**src/rtl/lcdb_pkg.sv**
```systemverilog
package lcdb_pkg;

    typedef enum logic [2:0] {
        ST_IDLE,
        ST_SETUP,
        ST_EHIGH,
        ST_HOLD,
        ST_RECOV,
        ST_DONE
    } lcdb_state_t;

    // Ceiling of ns/period, never below one cycle
    function automatic int unsigned ns2cyc(input int unsigned ns, input int unsigned per);
        int unsigned c;
        c = (ns + per - 1) / per;
        return (c == 0) ? 1 : c;
    endfunction

    function automatic int unsigned umax(input int unsigned a, input int unsigned b);
        return (a > b) ? a : b;
    endfunction

endpackage

```
**src/rtl/lcdb_phase_timer.sv**
```systemverilog
module lcdb_phase_timer #(
    parameter int unsigned CNT_W = 8
) (
    input  logic             clk,
    input  logic             rst_n,
    input  logic             load,
    input  logic [CNT_W-1:0] load_val,
    output logic             expired
);

    logic [CNT_W-1:0] cnt;

    always_ff @(posedge clk) begin
        if (!rst_n) begin
            cnt <= '0;
        end else if (load) begin
            cnt <= load_val;
        end else if (cnt != '0) begin
            cnt <= cnt - 1'b1;
        end
    end

    assign expired = (cnt == '0);

    // a phase loaded with a nonzero count cannot end in the next cycle
    p_load_holds_r5: assert property (@(posedge clk) disable iff (!rst_n)
        (load && load_val != '0) |=> !expired);

endmodule

```
**src/rtl/lcdb_datapath.sv**
```systemverilog
module lcdb_datapath #(
    parameter int unsigned DW = 8
) (
    input  logic          clk,
    input  logic          rst_n,
    input  logic          accept,
    input  logic          in_rs,
    input  logic          in_rw,
    input  logic          in_nib,
    input  logic [DW-1:0] in_data,
    input  logic          advance,
    input  logic          sample,
    input  logic [DW-1:0] db_in,
    output logic          rs,
    output logic          rw,
    output logic          is4,
    output logic          second,
    output logic [DW-1:0] db_out,
    output logic [DW-1:0] rd_byte
);

    localparam int unsigned NW = DW / 2;

    logic [DW-1:0] wbyte;

    always_ff @(posedge clk) begin
        if (!rst_n) begin
            rs     <= 1'b0;
            rw     <= 1'b0;
            is4    <= 1'b0;
            second <= 1'b0;
            wbyte  <= '0;
        end else if (accept) begin
            rs     <= in_rs;
            rw     <= in_rw;
            is4    <= in_nib;
            second <= 1'b0;
            wbyte  <= in_data;
        end else if (advance) begin
            second <= 1'b1;
        end
    end

    // Capture: whole byte, or the upper lines into one half per strobe
    always_ff @(posedge clk) begin
        if (!rst_n) begin
            rd_byte <= '0;
        end else if (sample) begin
            if (!is4) begin
                rd_byte <= db_in;
            end else if (!second) begin
                rd_byte[DW-1:NW] <= db_in[DW-1:NW];
            end else begin
                rd_byte[NW-1:0] <= db_in[DW-1:NW];
            end
        end
    end

    always_comb begin
        if (is4) begin
            db_out = {(second ? wbyte[NW-1:0] : wbyte[DW-1:NW]), {NW{1'b0}}};
        end else begin
            db_out = wbyte;
        end
    end

    // the second nibble capture keeps the first half intact
    p_keep_high_half_r10: assert property (@(posedge clk) disable iff (!rst_n)
        (sample && is4 && second) |=> (rd_byte[DW-1:NW] == $past(rd_byte[DW-1:NW])));

endmodule

```
**src/rtl/lcd_bus_engine.sv**
```systemverilog
module lcd_bus_engine
    import lcdb_pkg::*;
#(
    parameter int unsigned CLK_PERIOD_NS = 10,
    parameter int unsigned DATA_W        = 8,
    parameter int unsigned T_CYCLE_NS    = 1200,
    parameter int unsigned T_PWH_NS      = 140,
    parameter int unsigned T_ASU_NS      = 10,
    parameter int unsigned T_AHO_NS      = 20,
    parameter int unsigned T_DSU_NS      = 40,
    parameter int unsigned T_DHO_NS      = 20,
    parameter int unsigned T_RDLY_NS     = 190
) (
    input  logic              clk,
    input  logic              rst_n,
    input  logic              req_valid,
    input  logic              req_rs,
    input  logic              req_rw,
    input  logic              req_nibble_mode,
    input  logic [DATA_W-1:0] req_data,
    output logic              busy,
    output logic              done,
    output logic [DATA_W-1:0] rd_data,
    output logic              lcd_rs,
    output logic              lcd_rw,
    output logic              lcd_e,
    output logic [DATA_W-1:0] lcd_db_out,
    output logic              lcd_db_oe,
    input  logic [DATA_W-1:0] lcd_db_in
);

    localparam int unsigned SETUP_C = ns2cyc(T_ASU_NS, CLK_PERIOD_NS);
    localparam int unsigned HIGH_C  = umax(umax(ns2cyc(T_PWH_NS, CLK_PERIOD_NS),
                                                ns2cyc(T_DSU_NS, CLK_PERIOD_NS)),
                                           ns2cyc(T_RDLY_NS, CLK_PERIOD_NS));
    localparam int unsigned HOLD_C  = umax(ns2cyc(T_AHO_NS, CLK_PERIOD_NS),
                                           ns2cyc(T_DHO_NS, CLK_PERIOD_NS));
    localparam int unsigned CYC_C   = ns2cyc(T_CYCLE_NS, CLK_PERIOD_NS);
    localparam int unsigned USED_C  = SETUP_C + HIGH_C + HOLD_C;
    localparam int unsigned REC_C   = (CYC_C > USED_C) ? (CYC_C - USED_C) : 1;
    localparam int unsigned MAX_C   = umax(umax(SETUP_C, HIGH_C), umax(HOLD_C, REC_C));
    localparam int unsigned CNT_W   = $clog2(MAX_C + 1);
    localparam int unsigned MON_W   = $clog2(umax(CYC_C, HIGH_C) + 2);

    lcdb_state_t state, state_n;

    logic             tmr_load;
    logic [CNT_W-1:0] tmr_val;
    logic             tmr_exp;
    logic             accept, advance, sample, last_nib;
    logic             dp_rs, dp_rw, dp_is4, dp_second;

    // State register
    always_ff @(posedge clk) begin
        if (!rst_n) begin
            state <= ST_IDLE;
        end else begin
            state <= state_n;
        end
    end

    assign last_nib = !dp_is4 || dp_second;

    // Next state
    always_comb begin
        state_n = state;
        unique case (state)
            ST_IDLE:  if (req_valid) state_n = ST_SETUP;
            ST_SETUP: if (tmr_exp)   state_n = ST_EHIGH;
            ST_EHIGH: if (tmr_exp)   state_n = ST_HOLD;
            ST_HOLD:  if (tmr_exp)   state_n = ST_RECOV;
            ST_RECOV: if (tmr_exp)   state_n = last_nib ? ST_DONE : ST_SETUP;
            ST_DONE:                 state_n = ST_IDLE;
            default:                 state_n = ST_IDLE;
        endcase
    end

    // Phase length for the state being entered
    always_comb begin
        tmr_load = (state_n != state);
        unique case (state_n)
            ST_SETUP: tmr_val = CNT_W'(SETUP_C - 1);
            ST_EHIGH: tmr_val = CNT_W'(HIGH_C - 1);
            ST_HOLD:  tmr_val = CNT_W'(HOLD_C - 1);
            ST_RECOV: tmr_val = CNT_W'(REC_C - 1);
            default:  tmr_val = '0;
        endcase
    end

    assign accept  = (state == ST_IDLE) && req_valid;
    assign advance = (state == ST_RECOV) && tmr_exp && !last_nib;
    assign sample  = (state == ST_EHIGH) && tmr_exp && dp_rw;

    // Outputs
    always_comb begin
        lcd_e     = 1'b0;
        lcd_db_oe = 1'b0;
        busy      = 1'b1;
        done      = 1'b0;
        unique case (state)
            ST_IDLE:  busy = 1'b0;
            ST_SETUP: lcd_db_oe = !dp_rw;
            ST_EHIGH: begin
                lcd_e     = 1'b1;
                lcd_db_oe = !dp_rw;
            end
            ST_HOLD:  lcd_db_oe = !dp_rw;
            ST_RECOV: ;
            ST_DONE:  done = 1'b1;
            default:  busy = 1'b0;
        endcase
    end

    lcdb_phase_timer #(.CNT_W(CNT_W)) u_timer (
        .clk      (clk),
        .rst_n    (rst_n),
        .load     (tmr_load),
        .load_val (tmr_val),
        .expired  (tmr_exp)
    );

    lcdb_datapath #(.DW(DATA_W)) u_dp (
        .clk     (clk),
        .rst_n   (rst_n),
        .accept  (accept),
        .in_rs   (req_rs),
        .in_rw   (req_rw),
        .in_nib  (req_nibble_mode),
        .in_data (req_data),
        .advance (advance),
        .sample  (sample),
        .db_in   (lcd_db_in),
        .rs      (dp_rs),
        .rw      (dp_rw),
        .is4     (dp_is4),
        .second  (dp_second),
        .db_out  (lcd_db_out),
        .rd_byte (rd_data)
    );

    assign lcd_rs = dp_rs;
    assign lcd_rw = dp_rw;

    // Strobe monitors feeding the timing assertions
    logic             e_q, seen_rise;
    logic [MON_W-1:0] since_rise, hi_cnt;

    always_ff @(posedge clk) begin
        if (!rst_n) begin
            e_q        <= 1'b0;
            seen_rise  <= 1'b0;
            since_rise <= '0;
            hi_cnt     <= '0;
        end else begin
            e_q <= lcd_e;
            if (lcd_e && !e_q) begin
                since_rise <= MON_W'(1);
                seen_rise  <= 1'b1;
            end else if (since_rise < MON_W'(CYC_C)) begin
                since_rise <= since_rise + 1'b1;
            end
            if (!lcd_e) begin
                hi_cnt <= '0;
            end else if (hi_cnt < MON_W'(HIGH_C)) begin
                hi_cnt <= hi_cnt + 1'b1;
            end
        end
    end

    p_rise_spacing_r6: assert property (@(posedge clk) disable iff (!rst_n)
        (lcd_e && !e_q && seen_rise) |-> (since_rise >= MON_W'(CYC_C)));

    p_high_width_r5: assert property (@(posedge clk) disable iff (!rst_n)
        (!lcd_e && e_q) |-> (hi_cnt >= MON_W'(HIGH_C)));

    p_oe_write_only_r9: assert property (@(posedge clk) disable iff (!rst_n)
        lcd_db_oe |-> !lcd_rw);

    p_addr_stable_r7: assert property (@(posedge clk) disable iff (!rst_n)
        lcd_e |-> ($stable(lcd_rs) && $stable(lcd_rw)));

    p_wdata_stable_r8: assert property (@(posedge clk) disable iff (!rst_n)
        (lcd_e && lcd_db_oe) |-> $stable(lcd_db_out));

    p_done_single_r11: assert property (@(posedge clk) disable iff (!rst_n)
        done |=> !done);

    p_accept_idle_r2: assert property (@(posedge clk) disable iff (!rst_n)
        (req_valid && !busy) |=> busy);

    p_ignore_busy_r2: assert property (@(posedge clk) disable iff (!rst_n)
        busy |=> ($stable(lcd_rs) && $stable(lcd_rw)));

endmodule

```
**config.mk**
```make
export PLATFORM = sky130hd
export DESIGN_NAME = lcd_bus_engine
export DESIGN_NICKNAME = d
export VERILOG_FILES = /design/src/rtl/lcdb_pkg.sv /design/src/rtl/lcdb_phase_timer.sv /design/src/rtl/lcdb_datapath.sv /design/src/rtl/lcd_bus_engine.sv
export SDC_FILE = /design/constraint.sdc
export NUM_CORES = 1
export LEC_CHECK = 0
export ABC_AREA = 1
export CAP_MARGIN = 15
export CORE_ASPECT_RATIO = 0.75
export CORE_MARGIN = 8
export CORE_UTILIZATION = 52
export CTS_BUF_LIST = sky130_fd_sc_hd__clkbuf_4 sky130_fd_sc_hd__clkbuf_8
export DETAILED_ROUTE_END_ITERATION = 10
export PLACE_DENSITY = 0.87
export SLEW_MARGIN = 20
export SYNTH_ARGS = -nofsm -noshare
export SYNTH_HDL_FRONTEND = slang
export SYNTH_SLANG_ARGS = --single-unit
```
**constraint.sdc**
```tcl
create_clock -name clk -period 3 [get_ports clk]
set_clock_uncertainty 0.2 [all_clocks]
set_input_delay 0.45 -clock clk [delete_from_list [all_inputs] [get_ports clk]]
set_output_delay 0.45 -clock clk [all_outputs]
set_load 0.02 [all_outputs]
```
Word-level counts from Yosys, hierarchy flattened. Index checks and enable logic that the tools add are counted. W data, S select, Z words.

Flip-flop bits (word level): 30. Bits of input ports: 22.

Add/subtract/negate cells: 1. Equal/unequal tests: 11. Multiplexer cells: 19. Bitwise operators: 1. Reduce and logical (&&, ||, !) cells: 18.

Operator list (number): $pmux W7 S3 (1); $mux W3 (6); $mux W8 (2); $pmux W3 S5 (1); $mux W7 (2); $eq A3 B2 Y1 const B (4); $mux W4 (3); $eq A3 B3 Y1 const B (3); $logic_not A7 Y1 (1); $reduce_bool A7 Y1 (1); $sub A7 B1 Y7 const B (1); $logic_and A1 B1 Y1 (5); $reduce_or A5 Y1 (1); $mux W1 (4); $ne A2 B2 Y1 const B (2); $reduce_and A2 Y1 (2); $eq A3 B1 Y1 const B (1); $logic_not A1 Y1 (3); $logic_not A3 Y1 (1); $ne A3 B3 Y1 (1); $reduce_or A3 Y1 (1); $reduce_bool A2 Y1 (1); $reduce_or A2 Y1 (1); $logic_or A1 B1 Y1 (1); $not A1 Y1 (1).

Depth between registers and ports, before layout.
Depth after elaboration: 8. Mapped depth: 12. Mapped depth without buffers: 11.

Hierarchy. From an unflattened synthesis, not the netlist that was laid out.

Cells, all modules: 238. Area, all modules: 1622.8 µm².

By module, submodules not included: lcdb_datapath (instances 1, cells each 122, area an instance 829.5 µm²); lcdb_phase_timer (instances 1, cells each 67, area an instance 530.5 µm²); lcd_bus_engine (instances 1, cells each 49, area an instance 262.8 µm²).

Worst setup path before layout. OpenSTA, ideal clock, no wires.

Path kind: register to output. From: register u_dp.is4. To: output lcd_db_out[4]. Arrival time: 1.305 ns. Slack: 1.045 ns. Cell stages (with the launch flop): 4. Buffers on the path: 1. Cells stage by stage: dfxtp_1 -> clkbuf_1 -> nand2_1 -> o21ai_0.

Word-level cells in the longest chain between the ends: 1.

RTL lines: start, declared (RTL line lcdb_datapath.sv:16) `output logic is4,`; start signal, assigned (RTL line lcdb_datapath.sv:36) `is4 <= in_nib;`; $mux W8 (RTL line lcdb_datapath.sv:60) `if (is4) begin`; end, declared (RTL line lcd_bus_engine.sv:27) `output logic [DATA_W-1:0] lcd_db_out,`.

Every way passes these cells.

Worst setup path in the final report.
From: register u_dp.is4. To: output lcd_db_out[5].

Same word-level chain as after synthesis.

==> impl_metrics.yaml <==
final_layout:
  antenna_cells: 0
  final_cell_mix: "clkdlybuf4s50_1, nand2_1, nor2_1, dfxtp_1, inv_1"
  drive_above_1_share: 0.113
  layout.nets: 279
  final_common_cell: "clkdlybuf4s50_1"
  area_delta_synth_final_pct: 36.8
  utilization: 0.762
  fin_cells: 293
power:
  seqPwrFrac: 0.306
  netSwitchingFraction: 0.422
  peakVddDrop_v: 0.000629
  p_sw_w: 0.000785
  power_density_nw_per_um2: 917
  p_int_w: 0.00108
  pwr-share-comb: 0.514
  p_leak_nw: 0.820
  p_clk_frac: 0.180
sta:
  setup_viol: 0
  worstMarginPinSlew_ns: 0.388
  rsz0062_at_grt: "no"
  min_period_ns: 2.58
  relSlewSlack: 0.741
  min_period_over_period: 0.860
  report.final.slew_viol_count: 0
  hold_violations: 0
  fin_setup_tns_ns: 0
  clock.fmax_mhz: 387
yosys:
  ys_warn_count: 0
  synth_seq_cells: 30
  yosysUniqueCellTypes: 31
  async_flop_share: 0
  yosys.area.top_type: "dfxtp_1"
  synth_ff_type: "dfxtp_1"
  synth-edff-count: 0
  synthCells: 211
  synth_area_leaders: "dfxtp_1, nand2_1, nor2_1"
  netlist_area_um2: 1480
  syn_avg_cell_area_um2: 7.03
  syn-num-nets: 234
  ys_seq_area_frac: 0.405
  synth_top_area_frac: 0.405
clock_network:
  worstSkewPairLatency_ns: 0.28
  hold_buffers: 0
  post_cts_resize_count: 0
  root_buffer: "clkbuf_8"
  cts.sinks: 30
  clkTransAtPathRegs_ns: 0.06
  cts_tree: "yes"
  cts_buffers: 5
  post-cts-setup-buffer-count: 0
  h-tree-depth: 2
  cts_max_path_buffers: 2
critical_path:
  path_buf_inv: 1
  cp.arrival_ns: 1.93
  critPathMaxFanout: 11
  crit_slowest_cell: "clkdlybuf4s50_1"
  critPathMaxStageDelay_ns: 0.63
  end_kind: "primary output"
  cp-start-kind: "register"
  cp_top_family: "buffers and inverters"
  crit_type: "register to primary output"
  r2r_slack_ns: 1.09
  crit_required_ns: 2.35
  path_cells: "nand2_1 > o21ai_0 > clkdlybuf4s50_1"
global_route:
  grt_overflow: 0
  grt_pass1_vias: 1383
  grt_max_degree: 21
  grt_pass1_wl_mm: 6.23
  track_usage: 0.157
  antenna_found_initial: 0
placement:
  io_buffers: 43
  dp.cells: 285
  globalplace.congestion: 0.825
  hpwl_mm: 2.89
drt:
  initialDrtViolationCount: 91
  vias_per_cell: 4.97
  wl_mm: 3.70
  antenna_left: 0
  drt_pass1_iterations: 4
  dr_total_vias: 1455
  wl_per_cell_um: 12.6
  drc: 0
hold_path:
  hold_class: "register to register"
floorplanning:
  fp.dieH_um: 62.3
  io_pins: 44
  rows: 16
  die-area_um2: 4840
  die_x_um: 77.7
  initial_core_util: 0.557
  core_region_area_um2: 2660
flow_run:
  cap_violations: 0
run_status:
  status: "complete, no violations"
## power groups by stage
| stage | registers, W | logic [W] | clock network [W] |
|---|---|---|---|
| detailed placement | 0.000576 | 0.000949 | 0 |
| global route | 0.000581 | 0.00108 | 0.000362 |
| floorplan | 0.000556 | 0.000740 | 0 |
| finish | 0.000570 | 0.000956 | 0.000335 |
| global placement | 0.000573 | 0.000936 | 0 |
| CTS | 0.000568 | 0.000956 | 0.000348 |
## registers in the layout, summed over array words and instances (netlist names)
name / count
state: 3
u_dp.is4: 1
u_timer.cnt: 7
u_dp.second: 1
u_dp.rw: 1
u_dp.rs: 1
u_dp.wbyte: 8
u_dp.rd_byte: 8
## worst register-to-register path: stages (launching register included)
cell      delay, ns
dfxtp_1        0.31
inv_1          0.08
ha_1           0.22
nand2_2        0.10
nor2_4         0.28
nand2_1        0.09
clkinv_1       0.10
nand3_2        0.16
o21ai_0        0.21
a21oi_1        0.06
## cells by family (layout without fill, tap and decap cells)
group           Yosys count  after routing  synth area share
buf+inv                  37             83             0.103
flops                    30             30             0.405
fa+ha+maj                 1              1           0.00843
simple gates             90             90             0.271
xor+xnor                  4              4            0.0236
compound gates           49             49             0.190
## area by class of cell
class,count,area (um^2)
clock buffers,7,90.1
clock inverters,1,5.00
fillers,207,633
inverters,30,113
multi-input cells,144,731
flip-flops and latches,30,601
well taps,36,45.0
repair buffers,45,445
## synth_stat cells, drive strengths merged, types with 2 or more instances
| library cell | instances |
|---|---|
| nand2 | 39 |
| nor2 | 33 |
| dfxtp | 30 |
| inv | 29 |
| o21ai | 27 |
| a21oi | 19 |
| nand3 | 12 |
| buf | 5 |
| xor2 | 3 |
| clkbuf | 2 |
| nand4 | 2 |
| nor3 | 2 |
## per-stage QoR
step / hold WS, ns / area (um^2) / power [W] / setup WS [ns]
floorplan: 0.245 / 1480 / 0.00130 / 1.04
global route: 0.262 / 2030 / 0.00202 / 0.211
detailed placement: 0.237 / 1930 / 0.00153 / 0.697
CTS: 0.247 / 2030 / 0.00187 / 0.392
global placement: 0.234 / 1930 / 0.00151 / 0.800
finish: 0.247 / 2030 / 0.00186 / 0.419
## routing by layer
layer | share of wire | track usage | vias to the layer above | wire length [um]
met3 | 0.092 | 0.0647 | 8 | 342
met5 | 0 | 0 | - | 0
met2 | 0.42 | 0.238 | 52 | 1570
li1 | - | - | 763 | -
met4 | 0.017 | 0.0681 | 0 | 64
met1 | 0.47 | 0.189 | 632 | 1730
## final timing paths
check                   from         endpoint  depth (start not counted)
max                 u_dp.is4    lcd_db_out[5]                          3
min          u_dp.rd_byte[3]  u_dp.rd_byte[3]                          2
max reg2reg   u_timer.cnt[0]  u_dp.rd_byte[4]                          9
min reg2reg  u_dp.rd_byte[3]  u_dp.rd_byte[3]                          2
Power figures use the tool's default switching activity.
